--- config.mk ---
export PLATFORM = sky130hd
export DESIGN_NAME = line_alarm_filter
export DESIGN_NICKNAME = d
export VERILOG_FILES = /design/src/rtl/line_alarm_pkg.sv /design/src/rtl/lafq_cond_detect.sv /design/src/rtl/lafq_thresh_regs.sv /design/src/rtl/lafq_persist.sv /design/src/rtl/line_alarm_filter.sv
export SDC_FILE = /design/constraint.sdc
export NUM_CORES = 1
export LEC_CHECK = 0
export ABC_AREA = 1
export BUFFER_PORTS_ARGS = -buffer_cell sky130_fd_sc_hd__buf_2
export CAP_MARGIN = 10
export CORE_ASPECT_RATIO = 0.8
export CORE_MARGIN = 2
export CORE_UTILIZATION = 40
export CTS_BUF_LIST = sky130_fd_sc_hd__clkbuf_4 sky130_fd_sc_hd__clkbuf_8 sky130_fd_sc_hd__clkbuf_16
export CTS_CLUSTER_DIAMETER = 40
export DETAILED_ROUTE_END_ITERATION = 10
export GPL_ROUTABILITY_DRIVEN = 0
export PLACE_DENSITY_LB_ADDON = 0.15
export SLEW_MARGIN = 20
export SYNTH_ARGS = -nofsm -noshare
export SYNTH_HDL_FRONTEND = slang
export SYNTH_SLANG_ARGS = --single-unit
--- constraint.sdc ---
create_clock -name clk -period 2.1 [get_ports clk]
set_clock_uncertainty 0.2 [all_clocks]
set_input_delay 0.315 -clock clk [delete_from_list [all_inputs] [get_ports clk]]
set_output_delay 0.315 -clock clk [all_outputs]
set_load 0.02 [all_outputs]
--- src/rtl/line_alarm_pkg.sv ---
package line_alarm_pkg;

  localparam int unsigned NIB_W     = 4;
  localparam int unsigned THR_W     = 2 * NIB_W;
  localparam int unsigned CODE_W    = 3;
  localparam int unsigned NUM_ALARM = 3;

  typedef enum logic [1:0] {
    ALM_AIS  = 2'd0,
    ALM_FERF = 2'd1,
    ALM_RDI  = 2'd2
  } alarm_idx_e;

  localparam logic [CODE_W-1:0] CODE_AIS    = 3'b111;
  localparam logic [CODE_W-1:0] CODE_REMOTE = 3'b110;

  function automatic logic [CODE_W-1:0] alarm_code(input int unsigned idx);
    return (idx == int'(ALM_AIS)) ? CODE_AIS : CODE_REMOTE;
  endfunction

endpackage

--- src/rtl/lafq_cond_detect.sv ---
module lafq_cond_detect
  import line_alarm_pkg::*;
#(
  parameter int unsigned NUM = NUM_ALARM
) (
  input  logic [7:0]     k2_byte,
  output logic [NUM-1:0] cond
);

  logic [CODE_W-1:0] code_field;

  assign code_field = k2_byte[CODE_W-1:0];

  for (genvar gi = 0; gi < NUM; gi++) begin : g_cond
    localparam logic [CODE_W-1:0] PATTERN = alarm_code(gi);
    assign cond[gi] = (code_field == PATTERN);
  end

endmodule

--- src/rtl/lafq_thresh_regs.sv ---
module lafq_thresh_regs
  import line_alarm_pkg::*;
#(
  parameter int unsigned NUM       = NUM_ALARM,
  parameter int unsigned ADDR_W    = 8,
  parameter logic [ADDR_W-1:0] BASE_ADDR = 8'h16,
  parameter logic [THR_W-1:0]  RST_VAL   = 8'h33
) (
  input  logic                     clk,
  input  logic                     rst_n,
  input  logic                     wr_en,
  input  logic [ADDR_W-1:0]        wr_addr,
  input  logic [THR_W-1:0]         wr_data,
  output logic [NUM-1:0][THR_W-1:0] thr
);

  for (genvar gi = 0; gi < NUM; gi++) begin : g_reg
    localparam logic [ADDR_W-1:0] MY_ADDR = BASE_ADDR + ADDR_W'(gi);
    logic             hit;
    logic [THR_W-1:0] thr_q;
    logic [THR_W-1:0] thr_d;

    assign hit = wr_en && (wr_addr == MY_ADDR);

    always_comb begin
      thr_d = thr_q;
      if (hit) thr_d = wr_data;
    end

    always_ff @(posedge clk or negedge rst_n) begin
      if (!rst_n) thr_q <= RST_VAL;
      else        thr_q <= thr_d;
    end

    assign thr[gi] = thr_q;
  end

endmodule

--- src/rtl/lafq_persist.sv ---
module lafq_persist #(
  parameter int unsigned CNT_W = 4
) (
  input  logic             clk,
  input  logic             rst_n,
  input  logic             frame_valid,
  input  logic             cond,
  input  logic [CNT_W-1:0] set_thr,
  input  logic [CNT_W-1:0] clr_thr,
  output logic             status,
  output logic             chg
);

  localparam logic [CNT_W-1:0] CNT_MAX = {CNT_W{1'b1}};
  localparam logic [CNT_W-1:0] CNT_ONE = CNT_W'(1);

  logic             status_q, status_d;
  logic             chg_q, chg_d;
  logic [CNT_W-1:0] run_q, run_d;
  logic [CNT_W-1:0] eff_set, eff_clr, target, run_inc;

  always_comb begin
    eff_set = (set_thr == '0) ? CNT_ONE : set_thr;
    eff_clr = (clr_thr == '0) ? CNT_ONE : clr_thr;
    target  = status_q ? eff_clr : eff_set;
    run_inc = (run_q == CNT_MAX) ? run_q : run_q + CNT_ONE;
  end

  always_comb begin
    status_d = status_q;
    run_d    = run_q;
    chg_d    = 1'b0;
    if (frame_valid) begin
      if (cond == status_q) begin
        run_d = '0;
      end else if (run_inc >= target) begin
        status_d = ~status_q;
        run_d    = '0;
        chg_d    = 1'b1;
      end else begin
        run_d = run_inc;
      end
    end
  end

  always_ff @(posedge clk or negedge rst_n) begin
    if (!rst_n) begin
      status_q <= 1'b0;
      chg_q    <= 1'b0;
      run_q    <= '0;
    end else begin
      status_q <= status_d;
      chg_q    <= chg_d;
      run_q    <= run_d;
    end
  end

  assign status = status_q;
  assign chg    = chg_q;

endmodule

--- src/rtl/line_alarm_filter.sv ---
module line_alarm_filter
  import line_alarm_pkg::*;
#(
  parameter int unsigned ADDR_W = 8,
  parameter logic [ADDR_W-1:0] BASE_ADDR = 8'h16,
  parameter logic [THR_W-1:0]  THR_RST   = 8'h33
) (
  input  logic                 clk,
  input  logic                 rst_n,
  input  logic                 frame_valid,
  input  logic [7:0]           k2_byte,
  input  logic                 wr_en,
  input  logic [ADDR_W-1:0]    wr_addr,
  input  logic [THR_W-1:0]     wr_data,
  output logic [NUM_ALARM-1:0] alarm_status,
  output logic [NUM_ALARM-1:0] alarm_chg,
  output logic                 alarm_irq
);

  logic [NUM_ALARM-1:0]            cond;
  logic [NUM_ALARM-1:0][THR_W-1:0] thr;

  lafq_cond_detect #(.NUM(NUM_ALARM)) u_detect (
    .k2_byte (k2_byte),
    .cond    (cond)
  );

  lafq_thresh_regs #(
    .NUM       (NUM_ALARM),
    .ADDR_W    (ADDR_W),
    .BASE_ADDR (BASE_ADDR),
    .RST_VAL   (THR_RST)
  ) u_regs (
    .clk     (clk),
    .rst_n   (rst_n),
    .wr_en   (wr_en),
    .wr_addr (wr_addr),
    .wr_data (wr_data),
    .thr     (thr)
  );

  for (genvar gi = 0; gi < NUM_ALARM; gi++) begin : g_filt
    lafq_persist #(.CNT_W(NIB_W)) u_persist (
      .clk         (clk),
      .rst_n       (rst_n),
      .frame_valid (frame_valid),
      .cond        (cond[gi]),
      .set_thr     (thr[gi][THR_W-1:NIB_W]),
      .clr_thr     (thr[gi][NIB_W-1:0]),
      .status      (alarm_status[gi]),
      .chg         (alarm_chg[gi])
    );
  end

  assign alarm_irq = |alarm_chg;

endmodule

Yosys cells after proc, flatten, opt, wreduce, memory -nomap -nowiden:

Cells that the tools add are included.

* register bits after elaboration: 42
* output and inout port bits: 7
* word-level logic and storage cells: 75

* add/subtract/negate cells: 3
* multiplexer cells: 27
* $lt $le $gt $ge: 3
* reduce and logical (&&, ||, !) cells: 13
* bitwise operators: 6
* equal/unequal tests: 11

Operators with widths (count)
* 4-bit 2-to-1 mux: 18
* 8-bit by 5-bit == test with 1-bit output (second input constant): 3
* 4-bit logical NOT: 6
* 4-bit by 1-bit adder with 4-bit output (second input constant): 3
* 4-bit == test (second input constant): 3
* 4-bit >= comparator: 3
* 1-bit 2-to-1 mux: 9
* 3-bit AND reduction: 3
* 3-bit == test (second input constant): 2
* 1-bit inverter: 6
* 1-bit == test: 3
* 1-bit logical AND: 3
* 3-bit OR reduction: 1

Logic depth before layout (Yosys ltp):

* word-level depth: 7
* depth in mapped cells: 14
* gate-level depth less buffers: 14

Modules after synthesis:

Synthesis repeated with hierarchy kept, for this count alone.

* cell total of the unflattened synthesis: 352
* area, all modules: 2772.7 um^2

By module, submodules not included
* lafq_persist: times used 3, area each 531.8 um^2, cells an instance 75
* lafq_thresh_regs: times used 1, area each 1143.6 um^2, cells an instance 119
* lafq_cond_detect: times used 1, area each 22.5 um^2, cells an instance 5
* line_alarm_filter: times used 1, area each 11.3 um^2, cells an instance 3

Least setup slack after synthesis:

OpenSTA, ideal clock, no wires.

* kind: register -> register
* from: register g_filt[2].u_persist.run_q[0]
* to: register g_filt[2].u_persist.status_q
* period minus slack after synthesis: 2.131 ns
* arrival time: 1.814 ns
* path buffers: 0
* data required time: 1.783 ns
* setup slack: -0.031 ns
* setup time: 0.117 ns
* stages on the path, launching flop included: 13
* cells stage by stage: dfrtp_1 -> ha_1 -> or2_2 -> a21oi_1 -> inv_1 -> ha_1 -> nand2_1 -> inv_1 -> nand2_1 -> nand3_1 -> nand2_1 -> nand2_1 -> nand2_1

* cells in the longest elaborated chain, start to end: 4
* elaborated cells on any way between the ends: 5

RTL lines
* from (decl): RTL line lafq_persist.sv:19 `logic [CNT_W-1:0] run_q, run_d;`
* from (signal assigned): RTL line lafq_persist.sv:54 `run_q <= run_d;`
* 4-bit by 1-bit adder with 4-bit output / 4-bit == test (equally long branches): RTL line lafq_persist.sv:26 `run_inc = (run_q == CNT_MAX) ? run_q : run_q + CNT_ONE;`
* 4-bit 2-to-1 mux (*): RTL line lafq_persist.sv:26
* 4-bit >= comparator (*): RTL line lafq_persist.sv:36 `end else if (run_inc >= target) begin`
* 3-bit AND reduction (no line) (*)
* to (signal assigned): RTL line lafq_persist.sv:52 `status_q <= status_d;`
* to (decl): RTL line lafq_persist.sv:17 `logic status_q, status_d;`

Mark *: on every way between the ends. The rest lies on a longest branch, timed or not.
A chain may end at the register's enable or synchronous reset.

Final worst setup path:

* from: register g_filt[0].u_persist.run_q[1]
* to: register g_filt[0].u_persist.run_q[3]

* cells in the longest elaborated chain, start to end: 5
* elaborated cells on any way between the ends: 6

RTL lines
* from (decl): RTL line lafq_persist.sv:19
* from (signal assigned): RTL line lafq_persist.sv:54
* 4-bit by 1-bit adder with 4-bit output / 4-bit == test (equally long branches): RTL line lafq_persist.sv:26
* 4-bit 2-to-1 mux (*): RTL line lafq_persist.sv:26
* 4-bit >= comparator: RTL line lafq_persist.sv:36
* 4-bit 2-to-1 mux (*): RTL line lafq_persist.sv:36
* 4-bit 2-to-1 mux (*): RTL line lafq_persist.sv:34 `if (cond == status_q) begin`

Marks and branches as above.

==> results.toml <==
[clock_tree]
clk_pin_slew_ns = 0.08
numCtsBuffers = 5
tritoncts = "yes"
htree_num_levels = 2
ctsRootBufferMaster = "clkbuf_8"
cts_max_path_buffers = 2
worstSkewPairLatency_ns = 0.29
cts_num_sinks = 42

[power_and_ir_drop]
power_report.internal_total_w = 0.00188
peakVddDrop_mv = 0.399
switching_share = 0.379
p_per_area_nw_per_um2 = 879
p_switching_w = 0.00115
clkPwrFrac = 0.225
cellLeakagePower_nw = 1.75
pwr-share-comb = 0.437
p_seq_frac = 0.338

[drt]
met2RoutedLength_um = 2720
avgRoutedWirePerCell_um = 12.7
detail_route.wirelength.met1_um = 2940
drt_iter0_drc = 56
post-route-drc-count = 0
routed_wl_um = 5950
routed-via-count = 2233
drt_pass1_iterations = 4
top_layer_used = "met4"
drt.antenna.violating_nets = 0
met3_wirelength_um = 223
vias_per_cell = 4.77

[cells_and_area]
layout.cells.most_common_list = "nand2_1, inv_1, dfrtp_1, buf_2, buf_4"
multi_input_area_um2 = 1600
finalCoreUtilization = 0.544
fillCellCount = 608
num-nets-final = 426
final_common_cell = "nand2_1"
flow.area_growth_from_synthesis_pct = 32.4
seq_area_um2 = 1070
antenna_cells = 0
final_layout_size_suffix_gt1_frac = 0.406

[synth]
post_synth_instance_area_um2 = 2600
syn-num-nets = 375
yosys_register_bits = 42
synthesis.instances = 332
syn_avg_cell_area_um2 = 7.84
synth_cell_type_count = 30
seq_area_frac_synth = 0.409
yosys_warnings = 0

[global_routing]
globalRoute.totalOverflow = 0
grt_first_pass_wirelength_um = 10100
grtUsageTotal = 0.176
grt_pass1_vias = 2173
antenna_violations_before_repair = 0
grt_max_degree = 23

[sta]
slew_at_the_pin_closest_to_its_max_slew_limit_ns = 0.422
report.final.slew_viol_count = 0
worst_slew_margin_relative_to_its_limit = 0.718
hold_violations = 0
post-route-min-period_ns = 2.18
finalSetupTns_ns = -0.101
setup_viol = 4
final.period_utilization = 1.04
worst_slack_ns = -0.0836
max_freq_mhz = 458
unrepaired_setup_endpoints_after_global_routing = "yes"

[outcome]
violations = "negative setup slack"
outcome = "finished, violations left"

[die]
top_level_ports = 35
horiz_die_dim_um = 94.2
core-area_um2 = 6340
floorplan.die.height_um = 76.2
rows = 26
die-area_um2 = 7170
initial_utilization = 0.410

[worst_setup_path]
launching_element_type_of_the_critical_path = "register"
critical_path.most_common_cell = "buf_4"
cp_slowest_cell = "dfrtp_1"
crit-reg2reg-launch = "g_filt[0].u_persist.run_q[1]"
worstSetupEndpointType = "register"
timing.critical_path.from = "g_filt[0].u_persist.run_q[1]"
timing_worst_setup_path_type = "register to register"
path_depth = 13
crit_path_end = "g_filt[0].u_persist.run_q[3]"
cp_num_buf_inv = 7
critical_path.top_delay_family = "buffers and inverters"
critical_path.reg2reg.endpoint = "g_filt[0].u_persist.run_q[3]"
cp.arrival_ns = 2.16
cell_chain_critical_path = "ha_2 > nand2_2 > inv_4 > nand2_4 > nand3b_1 > buf_4 > buf_4 > buf_4 > buf_4 > buf_4 > buf_4 > nand2_1 > nand2_1"
r2r_cells = 13
worstPathMaxFanout = 4
r2r_slack_ns = -0.08
cp_data_required_time_ns = 2.08
cp_slowest_stage_delay_ns = 0.39

[worst_hold_path]
hold_path.class = "primary input to register"
hold-path-cell-count = 3

[flow_run]
drv_cap = 0

[place]
number_of_port_buffers = 29
hpwl_um = 4240
## worst register-to-register path: stages (launching register included)
cell and delay, ns:
dfrtp_1 0.39, ha_2 0.20, nand2_2 0.09, inv_4 0.05, nand2_4 0.08, nand3b_1 0.15, buf_4 0.18, buf_4 0.13
buf_4 0.13, buf_4 0.13, buf_4 0.12, buf_4 0.12, nand2_1 0.06, nand2_1 0.05
## synth_stat cells (all sizes together)
master    n  area (um2)
xor2      2        17.5
nor2     18        67.6
o31a      1        8.76
clkbuf    1        3.75
ha       15         188
nand3b    2        15.0
nand2   114         438
nor3      7        68.8
o21ai    22         140
dfstp    12         315
dfrtp    30         751
nand4     5        31.3
or2       1        6.26
inv      45         169
buf      12        96.3
xnor2     1        8.76
a21oi     7        35.0
mux2i     7        70.1
o31ai     2        15.0
or3       1        6.26
nand3    27         153
## flip-flops by register name (all words and copies together), names as in the netlist
register	flops
g_filt.u_persist.chg	3
g_filt.u_persist.status	3
u_regs.g.thr_q	24
g_filt.u_persist.run_q	12
## repair_timing
item,CTS,global route
pin swaps,16,30
hold buffers,1,0
gates resized for setup,38,45
setup buffers,6,4
gates cloned,0,0
hold endpoints to repair,26,0
setup endpoints to repair,18,18
## power groups by stage
stage	registers, W	logic (W)	clock network [W]
floorplan	0.000971	0.000785	0
global placement	0.00103	0.000967	0
detailed placement	0.00104	0.000985	0
CTS	0.00102	0.00109	0.000694
global route	0.00105	0.00147	0.000725
finish	0.00102	0.00132	0.000682
## how the worst min path moves through the flow
stage	start	end	slack, ns
after detailed placement	rst_n	g_filt[1].u_persist.run_q[0]	0.007
after floorplan	rst_n	g_filt[0].u_persist.chg	-0.18
after global routing	wr_data[1]	u_regs.g_reg[2].thr_q[1]	0.07
after CTS	wr_data[0]	u_regs.g_reg[2].thr_q[0]	0.05
final	wr_data[0]	u_regs.g_reg[2].thr_q[0]	0.06
after global placement	rst_n	g_filt[1].u_persist.run_q[2]	0.01
## cell families (layout without fill, tap and decap cells)
group,Yosys count,after routing,synth area share
DFF,42,42,0.409
xor gates and xnor gates,3,3,0.0101
muxes,7,7,0.0269
adders and majority gates,15,15,0.0721
AOI/OAI and AO/OA,32,32,0.0764
buffers and inverters,58,110,0.103
and+or+nand+nor,175,175,0.302
## metal layers
metal,vias up,track usage
li1,1154,-
met1,1029,0.252
met2,44,0.281
met3,6,0.0356
met4,0,0.0290
met5,-,0
## stage by stage
step	hold WS (ns)	instance area [um2]	cells	total power [W]	worst slack, ns
after global placement	0.0102	2900	449	0.00200	-0.145
final	0.0568	3450	468	0.00303	-0.0836
after detailed placement	0.00660	2900	449	0.00202	-0.163
after global routing	0.0708	3450	468	0.00324	-0.195
after floorplan	-0.181	2610	332	0.00176	0.0159
after CTS	0.0530	3240	464	0.00280	0.00225
## layout make-up
cell class	count	share of cell area
inverters	45	0.0497
clock inverters	1	0.00871
well taps	84	0.0305
repair buffers	57	0.111
multi-input cells	232	0.465
flip-flops and latches	42	0.310
clock buffers	7	0.0261
(Power assumes the default switching activity.)
